--- src/rtl/gpio_regport_pkg.sv ---
package gpio_regport_pkg;

  // Which register a bus address selects
  typedef enum logic [1:0] {
    SEL_NONE = 2'd0,
    SEL_PORT = 2'd1,
    SEL_MODE = 2'd2
  } reg_sel_e;

endpackage

--- src/rtl/gpio_rst_sync.sv ---
module gpio_rst_sync #(
  parameter int STAGES = 2
) (
  input  logic clk,
  input  logic rst_n,
  output logic rst_sync_n
);

  logic [STAGES-1:0] chain_q;
  logic [STAGES-1:0] chain_d;

  always_comb begin
    chain_d = {chain_q[STAGES-2:0], 1'b1};
  end

  always_ff @(posedge clk or negedge rst_n) begin
    if (!rst_n) chain_q <= '0;
    else        chain_q <= chain_d;
  end

  assign rst_sync_n = chain_q[STAGES-1];

endmodule

--- src/rtl/gpio_reg_bank.sv ---
module gpio_reg_bank
  import gpio_regport_pkg::*;
#(
  parameter int PIN_W = 8
) (
  input  logic             clk,
  input  logic             rst_n,
  input  logic             wr_en,
  input  reg_sel_e         sel,
  input  logic [PIN_W-1:0] wdata,
  output logic [PIN_W-1:0] port_q,
  output logic [PIN_W-1:0] mode_q
);

  localparam logic [PIN_W-1:0] RESET_VAL = '1;

  logic             port_ce, mode_ce;
  logic [PIN_W-1:0] port_d, mode_d;

  always_comb begin
    port_ce = wr_en && (sel == SEL_PORT);
    mode_ce = wr_en && (sel == SEL_MODE);
    port_d  = port_ce ? wdata : port_q;
    mode_d  = mode_ce ? wdata : mode_q;
  end

  always_ff @(posedge clk or negedge rst_n) begin
    if (!rst_n) begin
      port_q <= RESET_VAL;
      mode_q <= RESET_VAL;
    end else begin
      port_q <= port_d;
      mode_q <= mode_d;
    end
  end

endmodule

--- src/rtl/gpio_in_sync.sv ---
module gpio_in_sync #(
  parameter int PIN_W  = 8,
  parameter int STAGES = 2
) (
  input  logic             clk,
  input  logic             rst_n,
  input  logic [PIN_W-1:0] pin_async,
  output logic [PIN_W-1:0] pin_sync
);

  logic [STAGES-1:0][PIN_W-1:0] stage_q;
  logic [STAGES-1:0][PIN_W-1:0] stage_d;

  for (genvar s = 0; s < STAGES; s++) begin : g_stage
    if (s == 0) begin : g_first
      assign stage_d[s] = pin_async;
    end else begin : g_next
      assign stage_d[s] = stage_q[s-1];
    end

    always_ff @(posedge clk or negedge rst_n) begin
      if (!rst_n) stage_q[s] <= '0;
      else        stage_q[s] <= stage_d[s];
    end
  end

  assign pin_sync = stage_q[STAGES-1];

endmodule

--- src/rtl/gpio_read_port.sv ---
module gpio_read_port
  import gpio_regport_pkg::*;
#(
  parameter int PIN_W = 8
) (
  input  logic             clk,
  input  logic             rst_n,
  input  logic             rd_en,
  input  reg_sel_e         sel,
  input  logic [PIN_W-1:0] port_q,
  input  logic [PIN_W-1:0] mode_q,
  input  logic [PIN_W-1:0] pin_sync,
  output logic [PIN_W-1:0] rdata_q
);

  logic [PIN_W-1:0] level;
  logic [PIN_W-1:0] rdata_d;

  // Per pin: an input returns its synchronized level, an output its driven bit
  for (genvar i = 0; i < PIN_W; i++) begin : g_level
    assign level[i] = mode_q[i] ? pin_sync[i] : port_q[i];
  end

  always_comb begin
    rdata_d = rdata_q;
    if (rd_en) begin
      unique case (sel)
        SEL_PORT: rdata_d = level;
        SEL_MODE: rdata_d = mode_q;
        default:  rdata_d = '0;
      endcase
    end
  end

  always_ff @(posedge clk or negedge rst_n) begin
    if (!rst_n) rdata_q <= '0;
    else        rdata_q <= rdata_d;
  end

endmodule

--- src/rtl/gpio_regport.sv ---
module gpio_regport
  import gpio_regport_pkg::*;
#(
  parameter int             PIN_W     = 8,
  parameter int             ADDR_W    = 8,
  parameter logic [ADDR_W-1:0] PORT_ADDR = 8'h02,
  parameter logic [ADDR_W-1:0] MODE_ADDR = 8'h03,
  parameter int             SYNC_STG  = 2,
  parameter int             RST_STG   = 2
) (
  input  logic              clk,
  input  logic              rst_n,
  input  logic [ADDR_W-1:0] bus_addr,
  input  logic              bus_wr,
  input  logic [PIN_W-1:0]  bus_wdata,
  input  logic              bus_rd,
  output logic [PIN_W-1:0]  bus_rdata,
  input  logic [PIN_W-1:0]  pin_in,
  output logic [PIN_W-1:0]  pin_out,
  output logic [PIN_W-1:0]  pin_oe
);

  logic             rst_core_n;
  reg_sel_e         sel;
  logic [PIN_W-1:0] port_q, mode_q, pin_sync;

  always_comb begin
    if (bus_addr == PORT_ADDR)      sel = SEL_PORT;
    else if (bus_addr == MODE_ADDR) sel = SEL_MODE;
    else                            sel = SEL_NONE;
  end

  gpio_rst_sync #(.STAGES(RST_STG)) rst_i (
    .clk        (clk),
    .rst_n      (rst_n),
    .rst_sync_n (rst_core_n)
  );

  gpio_reg_bank #(.PIN_W(PIN_W)) bank_i (
    .clk    (clk),
    .rst_n  (rst_core_n),
    .wr_en  (bus_wr),
    .sel    (sel),
    .wdata  (bus_wdata),
    .port_q (port_q),
    .mode_q (mode_q)
  );

  gpio_in_sync #(.PIN_W(PIN_W), .STAGES(SYNC_STG)) sync_i (
    .clk       (clk),
    .rst_n     (rst_core_n),
    .pin_async (pin_in),
    .pin_sync  (pin_sync)
  );

  gpio_read_port #(.PIN_W(PIN_W)) rdp_i (
    .clk      (clk),
    .rst_n    (rst_core_n),
    .rd_en    (bus_rd),
    .sel      (sel),
    .port_q   (port_q),
    .mode_q   (mode_q),
    .pin_sync (pin_sync),
    .rdata_q  (bus_rdata)
  );

  // Pad-side signals: a mode bit of 1 (input) turns the driver off
  for (genvar i = 0; i < PIN_W; i++) begin : g_pad
    assign pin_out[i] = port_q[i];
    assign pin_oe[i]  = ~mode_q[i];
  end

endmodule

--- config.mk ---
export PLATFORM = sky130hd
export DESIGN_NAME = gpio_regport
export DESIGN_NICKNAME = d
export VERILOG_FILES = /design/src/rtl/gpio_regport_pkg.sv /design/src/rtl/gpio_rst_sync.sv /design/src/rtl/gpio_reg_bank.sv /design/src/rtl/gpio_in_sync.sv /design/src/rtl/gpio_read_port.sv /design/src/rtl/gpio_regport.sv
export SDC_FILE = /design/constraint.sdc
export NUM_CORES = 1
export LEC_CHECK = 0
export ABC_AREA = 1
export BUFFER_PORTS_ARGS = -buffer_cell sky130_fd_sc_hd__buf_2
export CORE_MARGIN = 3
export CORE_UTILIZATION = 41
export DETAILED_ROUTE_END_ITERATION = 16
export GPL_ROUTABILITY_DRIVEN = 0
export HOLD_SLACK_MARGIN = 0.12
export PLACE_DENSITY = 0.73
export SYNTH_ARGS = -nofsm -noshare
export SYNTH_HDL_FRONTEND = slang
export SYNTH_SLANG_ARGS = --single-unit
--- constraint.sdc ---
create_clock -name clk -period 1.2 [get_ports clk]
set_clock_uncertainty 0.1 [all_clocks]
set_input_delay 0.18 -clock clk [delete_from_list [all_inputs] [get_ports clk]]
set_output_delay 0.18 -clock clk [all_outputs]
set_load 0.02 [all_outputs]
# Word level (Yosys, flattened, before mapping)
# Cells that the tools add are included.
# Widths: inputs -> output; s select.
[op_classes] eq_ne=4 n_mux=11 n_bitwise=8 reduce_logical=2
[ops] operator="$eq 8x2->1 const B" n=2
[ops] operator="$pmux 8 s2" n=1
[ops] operator="$mux 1" n=8
[ops] operator="$not 1->1" n=8
[ops] operator="$mux 2" n=2
[ops] operator="$eq 2x1->1 const B" n=1
[ops] operator="$eq 2x2->1 const B" n=1
[ops] operator="$logic_and 1x1->1" n=2
[word_totals] register_bits=42 in_bits=28 out_inout_bits=24

# Logic depth before layout (Yosys ltp)
# Gate-level depths: netlist of run 1.
[depth] ltp_word=5 depth_mapped=8 depth_no_buf=7

# By module
# From an unflattened synthesis of run 1, not the netlist that was laid out.
[unflattened] hier_cells=215 area_unflattened_um2=1879.3
[modules_own_cells] module="gpio_reg_bank" n_inst=1 cells_each=72 area_each_um2=747.0 seq_area_each_um2=420.4
[modules_own_cells] module="gpio_read_port" n_inst=1 cells_each=104 area_each_um2=600.6 seq_area_each_um2=200.2
[modules_own_cells] module="gpio_in_sync" n_inst=1 cells_each=16 area_each_um2=400.4 seq_area_each_um2=400.4
[modules_own_cells] module="gpio_regport" n_inst=1 cells_each=20 area_each_um2=77.6 seq_area_each_um2=0.0
[modules_own_cells] module="gpio_rst_sync" n_inst=1 cells_each=3 area_each_um2=53.8 seq_area_each_um2=50.0

# Worst setup path after synthesis of run 1
# OpenSTA, ideal clock, no wires.
[synth_timing] path_kind="reg2reg" start="register bank_i.mode_q[0]" end="register rdp_i.rdata_q[0]" arrival_time_ps=935 setup_slack_ps=48 path_stages_with_launch=8 n_path_buf=0 path_cell_list="dfstp_2 > inv_1 > nand2_1 > nand2_1 > nand3_1 > nand2_1 > nand2_1 > nand2_1"
[synth_between] elab_chain_len=2
[synth_rtl] item="start, declared" line="gpio_reg_bank.sv:12" source="output logic [PIN_W-1:0] mode_q"
[synth_rtl] item="start signal, assigned" line="gpio_reg_bank.sv:33" source="mode_q <= mode_d;"
[synth_rtl] item="$mux 1" line="gpio_read_port.sv:21" source="assign level[i] = mode_q[i] ? pin_sync[i] : port_q[i];"
[synth_rtl] item="$pmux 8 s2 (*)" line="gpio_read_port.sv:27" source="unique case (sel)"
[synth_rtl] item="end signal, assigned" line="gpio_read_port.sv:37" source="else rdata_q <= rdata_d;"
[synth_rtl] item="end, declared" line="gpio_read_port.sv:13" source="output logic [PIN_W-1:0] rdata_q"
# Every way passes the cells marked *; elsewhere a longest branch is shown, timed or not.
# A chain may end at the register's enable or synchronous reset.

# Final worst setup path of run 1
[layout_timing] start="register bank_i.mode_q[0]" end="output port pin_oe[0]"
[layout_between] elab_chain_len=1
[layout_rtl] item="$not 1->1" line="gpio_regport.sv:70" source="assign pin_oe[i] = ~mode_q[i];"
[layout_rtl] item="end, declared" line="gpio_regport.sv:20" source="output logic [PIN_W-1:0] pin_oe"
# Every way passes these cells.

==> run metrics, run 1 <==
Crit path required time=0.92 ns; Root Driver=clkbuf_8; residual DRC count=0; Worst Hold Class=reg2async; RSZ-0062 raised after global routing=yes; top cell type's share of synthesized area=0.3725; Synth cell types=16; via count=about 1600; CP Data Arrival Time=1.03 ns; Max-cap violations=0; initial antenna violation count=0; failing checks=setup timing; Rows=23; crit-path cells=inv_2, buf_6; VDD IR-drop max=0.9145 mV; Post-synth top flop=dfrtp_1; First DRT Iteration DRCs=83; run status=complete, but fails checks; # diodes=0; Starting Density=0.4305; Post-Route Setup TNS=-1.307 ns; Area contributors post-synth=dfrtp_1, dfstp_2, nand2_1; crit end category=output pin; Crit path largest cell delay=0.56 ns; Layout area overhead=56.23%; post-synthesis xor/xnor area fraction=0; CTS buffer count=5; most frequent cell after synthesis=nand2_1; core area=4058 sq um; simple-gate portion of the synthesized area=0.3331; CP Launch Type=register; CTS Sinks=42; Yosys reg bits=42; number of I/O port buffers=51; P_leak=1.471 nW; die area=around 5100 sq um; setup violators final=20; first-pass GRT wire length=7176 microns; Tcrit/Tclk final=1.093; FFs w/ async S/R, synth=1.000; FILL cells=322; cell taking the most area after synthesis=dfrtp_1; Max Freq=762.3 MHz; Pwr Total=2.838 mW; syn nets=221; mux contribution to synthesized area=0; hpwl dp=2743 microns; CP Class=reg2out; Slowest cell on crit path=dfstp_2; fin nets=327; Post-synth top cells=nand2_1, dfrtp_1, dfstp_2, nand3_1, inv_1; Ys Warns=0; Syn Inst Count=193; Adder-Cell Fraction of Synth Area=0; largest family of logic cells by synthesized area=simple AND/OR/NAND/NOR gates; Synth Cell Area=1747 sq um; fin util=0.6725; sequential cell area fraction in the yosys report=0.6132; htree depth=2; Die Span X=71.27 microns; TritonCTS clock tree=yes; Avg Cell Area, Syn=about 9 sq um; CTS clk-pin slew, worst paths=0.08 ns; number of global-route vias before repair=1556; Final ANT Viol Nets=0; total track usage=0.1839; largest net degree at the start of global routing=32; Die H=71.27 microns; Longest Clk Path Bufs=2; worst setup margin=-0.1118 ns; Detailed Routing Iterations Pass 1=4; Slew Viols, Final=0; Pwr Density=1040 nW/um^2; final WL=4614 microns; I/O pins=52; wire length per cell=around 13 microns; Final min period=1.312 ns; Fin. Hold Viols=0; Post-synth EDFFs=0; total gr overflow=0; worst skew pair latency=0.30 ns; fraction of layout cells with a size suffix above 1=0.4667; hold slack=0.1964 ns; Reg area=1072 sq um; drt via density=4.617; multi-input logic area=623.1 sq um; Max FO, Critical Path=3; Compound-Gate Fraction of Synth Area=0
==> area by class of cell <==
cell class,count,share of cell area
Timing Repair Buffer,101,0.2985
Sequential cell,42,0.3929
Clock inverter,2,0.003668
Inverter,18,0.02705
Clock buffer,6,0.02659
Tap cell,50,0.02293
Multi-Input combinational cell,131,0.2283
==> worst paths after layout <==
kind	startpoint	cells after the start	slack, ns	to
min in group clk	bus_wr	4	0.23	bank_i.port_q[2]
max in group asynchronous	rst_n	3	0.22	rst_i.chain_q[1]
worst max register to register	bank_i.mode_q[7]	8	-0.05	rdp_i.rdata_q[7]
worst max-delay path	bank_i.mode_q[0]	2	-0.11	pin_oe[0]
worst min register to register	rst_i.chain_q[1]	0	0.20	bank_i.mode_q[4]
worst min-delay path	rst_i.chain_q[1]	0	0.20	bank_i.mode_q[4]
==> metal layers <==
| layer | GRT usage | vias to the layer above | wire length, microns |
|---|---|---|---|
| met5 | 0 | - | 0 |
| met4 | 0.06054 | 0 | 57 |
| met3 | 0.05750 | 6 | 271 |
| met2 | 0.3082 | 60 | 2365 |
| met1 | 0.2260 | 754 | 1919 |
| li1 | - | 796 | - |
==> where the power goes <==
| part | leakage [nW] | total (mW) | switching (mW) | internal [mW] |
|---|---|---|---|---|
| sequential | 0.486 | 1.53 | 0.0365 | 1.49 |
| combinational | 0.940 | 0.422 | 0.204 | 0.218 |
| clock | 0.0450 | 0.886 | 0.483 | 0.403 |
==> worst max-delay path: cells and delay by family, from the launching register on <==
| family | cells | cell delay (ns) |
|---|---|---|
| flip-flops | 1 | 0.56 |
| buffers and inverters | 2 | 0.17 |
==> per-stage QoR <==
| step | setup slack [ns] | cells | area [sq um] |
|---|---|---|---|
| 6_report | -0.1118 | 350 | 2729 |
| 5_1_grt | -0.1388 | 350 | 2729 |
| 4_1_cts | -0.1005 | 345 | 2633 |
| 3_5_place_dp | -0.06507 | 301 | 2130 |
| 3_3_place_gp | -0.04859 | 301 | 2130 |
| 2_1_floorplan | 0.04825 | 193 | 1748 |
==> cell usage in the layout (no fill, tap or decap), types with 2 or more instances in the layout <==
| cell | synthesis | routed |
|---|---|---|
| nand2_1 | 105 | 96 |
| buf_2 | 1 | 35 |
| dfrtp_1 | 26 | 25 |
| buf_4 | 0 | 24 |
| buf_6 | 1 | 21 |
| dlygate4sd3_1 | 0 | 19 |
| dfstp_2 | 16 | 16 |
| nand3_1 | 16 | 13 |
| inv_2 | 4 | 12 |
| nand2_2 | 3 | 12 |
| clkbuf_8 | 0 | 5 |
| inv_1 | 12 | 4 |
| clkinv_2 | 1 | 3 |
| nand3_2 | 0 | 3 |
| nor2_4 | 2 | 2 |
| nand3_4 | 2 | 2 |
==> registers in the layout (all words and copies together) (netlist names) <==
signal / flops
rdp_i.rdata_q: 8
bank_i.mode_q: 8
bank_i.port_q: 8
sync_i.pin_sync: 8
rst_i.chain_q: 2
sync_i.stage_d: 8
==> logic make-up after synthesis <==
group	count (synthesis)
other cells	1
simple gates	130
flops	42
buf+inv	20
==> timing repair <==
item,4_1_cts,5_1_grt
hold buffers,20,0
gates resized for setup,40,18
pin swaps,0,14
hold endpoints to repair,40,0
setup buffers,16,5
setup endpoints to repair,16,29
No activity file was read; power rests on OpenSTA's default activity.
==> run 2, diff against run 1 <==
REMOVE_ABC_BUFFERS = 1   (was default)
==> run metrics, run 2 (synthesized netlist as in run 1, its figures left out) <==
run status=complete, but fails checks; failing checks=setup timing; Worst Hold Class=reg2async; VDD IR-drop max=between 0.9 and 1 mV; first-pass GRT wire length=~7400 microns; Slew Viols, Final=0; Clk pwr share=0.302; Die H=71.27 microns; fraction of layout cells with a size suffix above 1=0.4595; fin nets=324; die area=5079 sq um; Pint=roughly 2.1 mW; Max-cap violations=0; Final ANT Viol Nets=0; initial antenna violation count=0; # diodes=0; Pwr Total=2.779 mW; largest net degree at the start of global routing=40; CTS Sinks=42; Pwr Density=about 1000 nW/um^2; First DRT Iteration DRCs=98; Final min period=roughly 1.3 ns; CP Class=reg2out; CP Launch Type=register; Root Driver=clkbuf_8; Max FO, Critical Path=2; TritonCTS clock tree=yes; commonest non-fill, non-tap cell in the layout=nand2_1; net switching power=672.6 uW; CTS buffer count=5; Crit path required time=~0.9 ns; Tcrit/Tclk final=1.070; met1 Usage GRT=0.2378; hpwl dp=2752 microns; Sw Share=0.2420; I/O pins=52; Longest Clk Path Bufs=2; Comb power frac=0.150; FILL cells=335; Rows=23; total track usage=0.1877; via count=1589; number of global-route vias before repair=approximately 1600; Fin. Hold Viols=0; Starting Density=0.4305; CP Data Arrival Time=1.00 ns; worst setup margin=-0.08452 ns; Layout area overhead=54.87%; Detailed Routing Iterations Pass 1=4; RSZ-0062 raised after global routing=yes; number of I/O port buffers=~50; most frequent cells in the layout=nand2_1, buf_2, dfrtp_1; post-placement cell area=2106 sq um; CTS clk-pin slew, worst paths=~0.08 ns; post-route cell area=about 2700 sq um; wire length per cell=12.84 microns; Die Span X=between 70 and 80 microns; Post-Route Setup TNS=-0.9091 ns; Max Freq=just under 800 MHz; sequential share of power=0.548; htree depth=2; fin util=0.6667; total gr overflow=0; crit end category=output pin; residual DRC count=0; core area=4058 sq um; worst skew pair latency=a little under 0.3 ns; met3 Track Usage GR=0.05189; met2 Resource Use GR=0.3133; setup violators final=21; gr busiest metal=met2; P_leak=about 1.4 nW; final WL=4441 microns; drt via density=4.592
## run 2: changes by cell type in the layout (fill, tap and decap cells not counted), sizes merged
cell,previous run,this run
buf,81,78
clkinv,4,2
clkbuf,6,7
dlygate4sd3,19,20
dlymetal6s4s,1,0
## run 2: cell type report
class,count,area (sq um),area share
inverter,18,73.82,0.02729
multi-input combinational,131,635.6,0.2350
clock buffer,7,76.32,0.02821
tap,50,62.56,0.02313
timing repair buffer,98,785.8,0.2905
sequential,42,1071,0.3959
## run 2: critical path: stages, from the launching register on
cell and delay, ns:
dfstp_2 0.54, inv_2 0.05, buf_6 0.12
## run 2: path summary, 6_finish.rpt
path | from | end | slack (ns) | cells past startpoint
min in group clk | bus_wr | bank_i.port_q[1] | 0.18 | 4
max in group asynchronous | rst_n | rst_i.chain_q[1] | 0.24 | 3
hold reg to reg | rst_i.chain_q[1] | sync_i.pin_sync[7] | 0.16 | 1
setup reg to reg | bank_i.mode_q[0] | rdp_i.rdata_q[0] | -0.02 | 8
setup / recovery | bank_i.mode_q[6] | pin_oe[6] | -0.08 | 2
hold / removal | rst_i.chain_q[1] | sync_i.pin_sync[7] | 0.16 | 1
## run 2: layer usage
layer,up-vias,part of all wire
li1,788,-
met5,-,0
met3,5,0.068
met2,52,0.52
met1,744,0.40
met4,0,0.0095
## run 2: power groups by stage
stage	clock (mW)	combinational (mW)	sequential (mW)
5_1_grt	0.921	0.454	1.53
6_report	0.840	0.417	1.52
3_5_place_dp	0	0.250	1.55
4_1_cts	0.865	0.399	1.52
2_1_floorplan	0	0.0982	1.58
3_3_place_gp	0	0.247	1.55
## run 2: through the flow
| step | cells | setup WS, ns | hold slack, ns |
|---|---|---|---|
| after detailed placement | 298 | 0.02949 | -0.1333 |
| final | 346 | -0.08452 | 0.1572 |
| after floorplan | 191 | -0.1273 | -0.2156 |
| after global routing | 346 | -0.1171 | 0.2076 |
| after global placement | 298 | 0.05762 | -0.1350 |
| after CTS | 346 | -0.08534 | 0.1632 |
## run 2: timing repair
action	in CTS	in global routing
resized for setup	40	19
hold buffers	20	0
setup buffers	21	0
endpoints found under the hold margin	35	0
pin swaps	0	13
setup endpoints to repair	16	24
==> run 3, diff against run 2 <==
ABC_AREA = default   (was 1)
PLACE_DENSITY = 0.74   (was 0.73)
==> run metrics, run 3 <==
Clk pwr share=0.363; Slowest cell on crit path=dfstp_2; Max Freq=about 800 MHz; Yosys reg bits=42; run status=complete, but fails checks; TritonCTS clock tree=yes; Crit path largest cell delay=0.55 ns; Die H=around 69 microns; fin cells=258; core area=3744 sq um; CP Buf/Inv Count=2; Synth cell types=16; top cell type's share of synthesized area=0.4022; CP Class=reg2out; crit end category=output pin; Max-cap violations=0; CP Launch Type=register; CTS clk-pin slew, worst paths=roughly 0.070 ns; Post-synth top flop=dfrtp_1; Tcrit/Tclk final=1.065; most frequent cells in the layout=buf_2, dfrtp_1, dlygate4sd3_1, buf_6; Pwr Total=2.969 mW; Root Driver=clkbuf_8; largest net degree at the start of global routing=37; Crit path required time=0.92 ns; Max FO, Critical Path=2; worst setup margin=-0.07791 ns; crit-path cells=inv_2, buf_6; Pwr Density=1173 nW/um^2; multi-input logic area=540.5 sq um; I/O pins=52; commonest non-fill, non-tap cell in the layout=buf_2; Reg area=1071 sq um; # diodes=0; Longest Clk Path Bufs=2; Pint=2.316 mW; CP Data Arrival Time=1.00 ns; worst skew pair latency=0.29 ns; Ys Warns=0; FILL cells=279; Comb power frac=0.123; Fin. Hold Viols=0; placed insts=218; Final min period=roughly 1.3 ns; hpwl dp=2479 microns; Post-synth EDFFs=0; Post-synth top cells=dfrtp_1, dfstp_2, mux2_2, o21ai_0; total track usage=0.1754; Rows=22; initial antenna violation count=0; final WL=3809 microns; Final ANT Viol Nets=0; net switching power=653.1 uW; Synth Cell Area=roughly 1600 sq um; Starting Density=0.4322; first-pass GRT wire length=approximately 6000 microns; sequential cell area fraction in the yosys report=0.6620; die area=4736 sq um; sequential share of power=0.514; VDD IR-drop max=0.9091 mV; wire length per cell=roughly 15 microns; htree depth=2; Detailed Routing Iterations Pass 1=4; Die Span X=68.82 microns; total gr overflow=0; delay-heaviest family, CP=flip-flops; fin nets=237; number of I/O port buffers=a little over 50; CTS buffer count=5; cell taking the most area after synthesis=dfrtp_1; CTS Sinks=42; FFs w/ async S/R, synth=1.000; Syn Inst Count=115; Slew Viols, Final=0; setup violators final=16; via count=1230; failing checks=setup timing; Sw Share=0.2200; number of global-route vias before repair=1347; drt via density=approximately 4.8; fraction of layout cells with a size suffix above 1=0.6571; Avg Cell Area, Syn=between 10 and 15 sq um; residual DRC count=0; First DRT Iteration DRCs=37; P_leak=1.223 nW; Layout area overhead=56.46%; Area contributors post-synth=dfrtp_1, dfstp_2, mux2_2; most frequent cell after synthesis=dfrtp_1; Worst Hold Class=reg2async; RSZ-0062 raised after global routing=yes
==> run 3: layout make-up <==
class | instances | area share
Clock buffer | 6 | 0.02867
Clock inverter | 2 | 0.01483
Inverter | 8 | 0.01186
Multi-Input combinational cell | 62 | 0.2135
Sequential cell | 42 | 0.4231
Tap cell | 48 | 0.02373
Timing Repair Buffer | 90 | 0.2842
==> run 3: repair_timing <==
item	CTS	global route
setup endpoints to repair	16	24
hold endpoints to repair	30	0
hold buffers	19	0
setup buffers	13	0
gates cloned	0	0
pin swaps	0	6
resized for setup	43	16
==> run 3: kinds of logic (layout without fill, tap and decap cells) <==
family,count (synthesis),after routing,share of synthesized area
flops,42,42,0.6620
compound gates,24,24,0.09281
other cells,1,1,0.002318
simple gates,21,21,0.1044
buf+inv,11,106,0.02707
mux,16,16,0.1114
==> run 3: path summary, 6_finish.rpt <==
check | startpoint | endpoint | cells past startpoint | slack (ns)
setup / recovery | bank_i.mode_q[5] | pin_oe[5] | 2 | -0.08
hold / removal | rst_i.chain_q[1] | sync_i.pin_sync[5] | 1 | 0.16
setup reg to reg | bank_i.mode_q[5] | rdp_i.rdata_q[5] | 3 | 0.02
hold reg to reg | rst_i.chain_q[1] | sync_i.pin_sync[5] | 1 | 0.16
max in group asynchronous | rst_n | rst_i.chain_q[1] | 3 | 0.23
min in group clk | bus_rd | rdp_i.rdata_q[1] | 2 | 0.25
==> run 3: metrics by stage <==
stage	cell area, sq um	utilization	hold WS (ns)	setup TNS [ns]	setup slack [ns]
3_3_place_gp	1984	0.5301	-0.1345	-3.707	-0.1941
2_1_floorplan	1604	-	-0.2156	-3.735	-0.1273
3_5_place_dp	1984	0.5301	-0.1329	-4.351	-0.2352
6_report	2531	0.6761	0.1570	-0.9356	-0.07791
4_1_cts	2482	0.6631	0.1724	-1.019	-0.08974
5_1_grt	2531	0.6761	0.2039	-1.453	-0.1183
==> run 3: per-layer routing <==
metal	vias up	track usage	part of all wire
met5	-	0	0
met4	0	0.07056	0.012
met3	5	0.03890	0.056
met2	41	0.3087	0.52
met1	604	0.2066	0.41
li1	580	-	-
==> run 3: power groups by stage <==
stage / sequential (mW) / clock [mW] / combinational (mW)
3_3_place_gp: 1.55 / 0 / 0.217
3_5_place_dp: 1.55 / 0 / 0.224
4_1_cts: 1.52 / 1.11 / 0.346
2_1_floorplan: 1.57 / 0 / 0.0699
6_report: 1.53 / 1.08 / 0.364
5_1_grt: 1.53 / 1.17 / 0.397
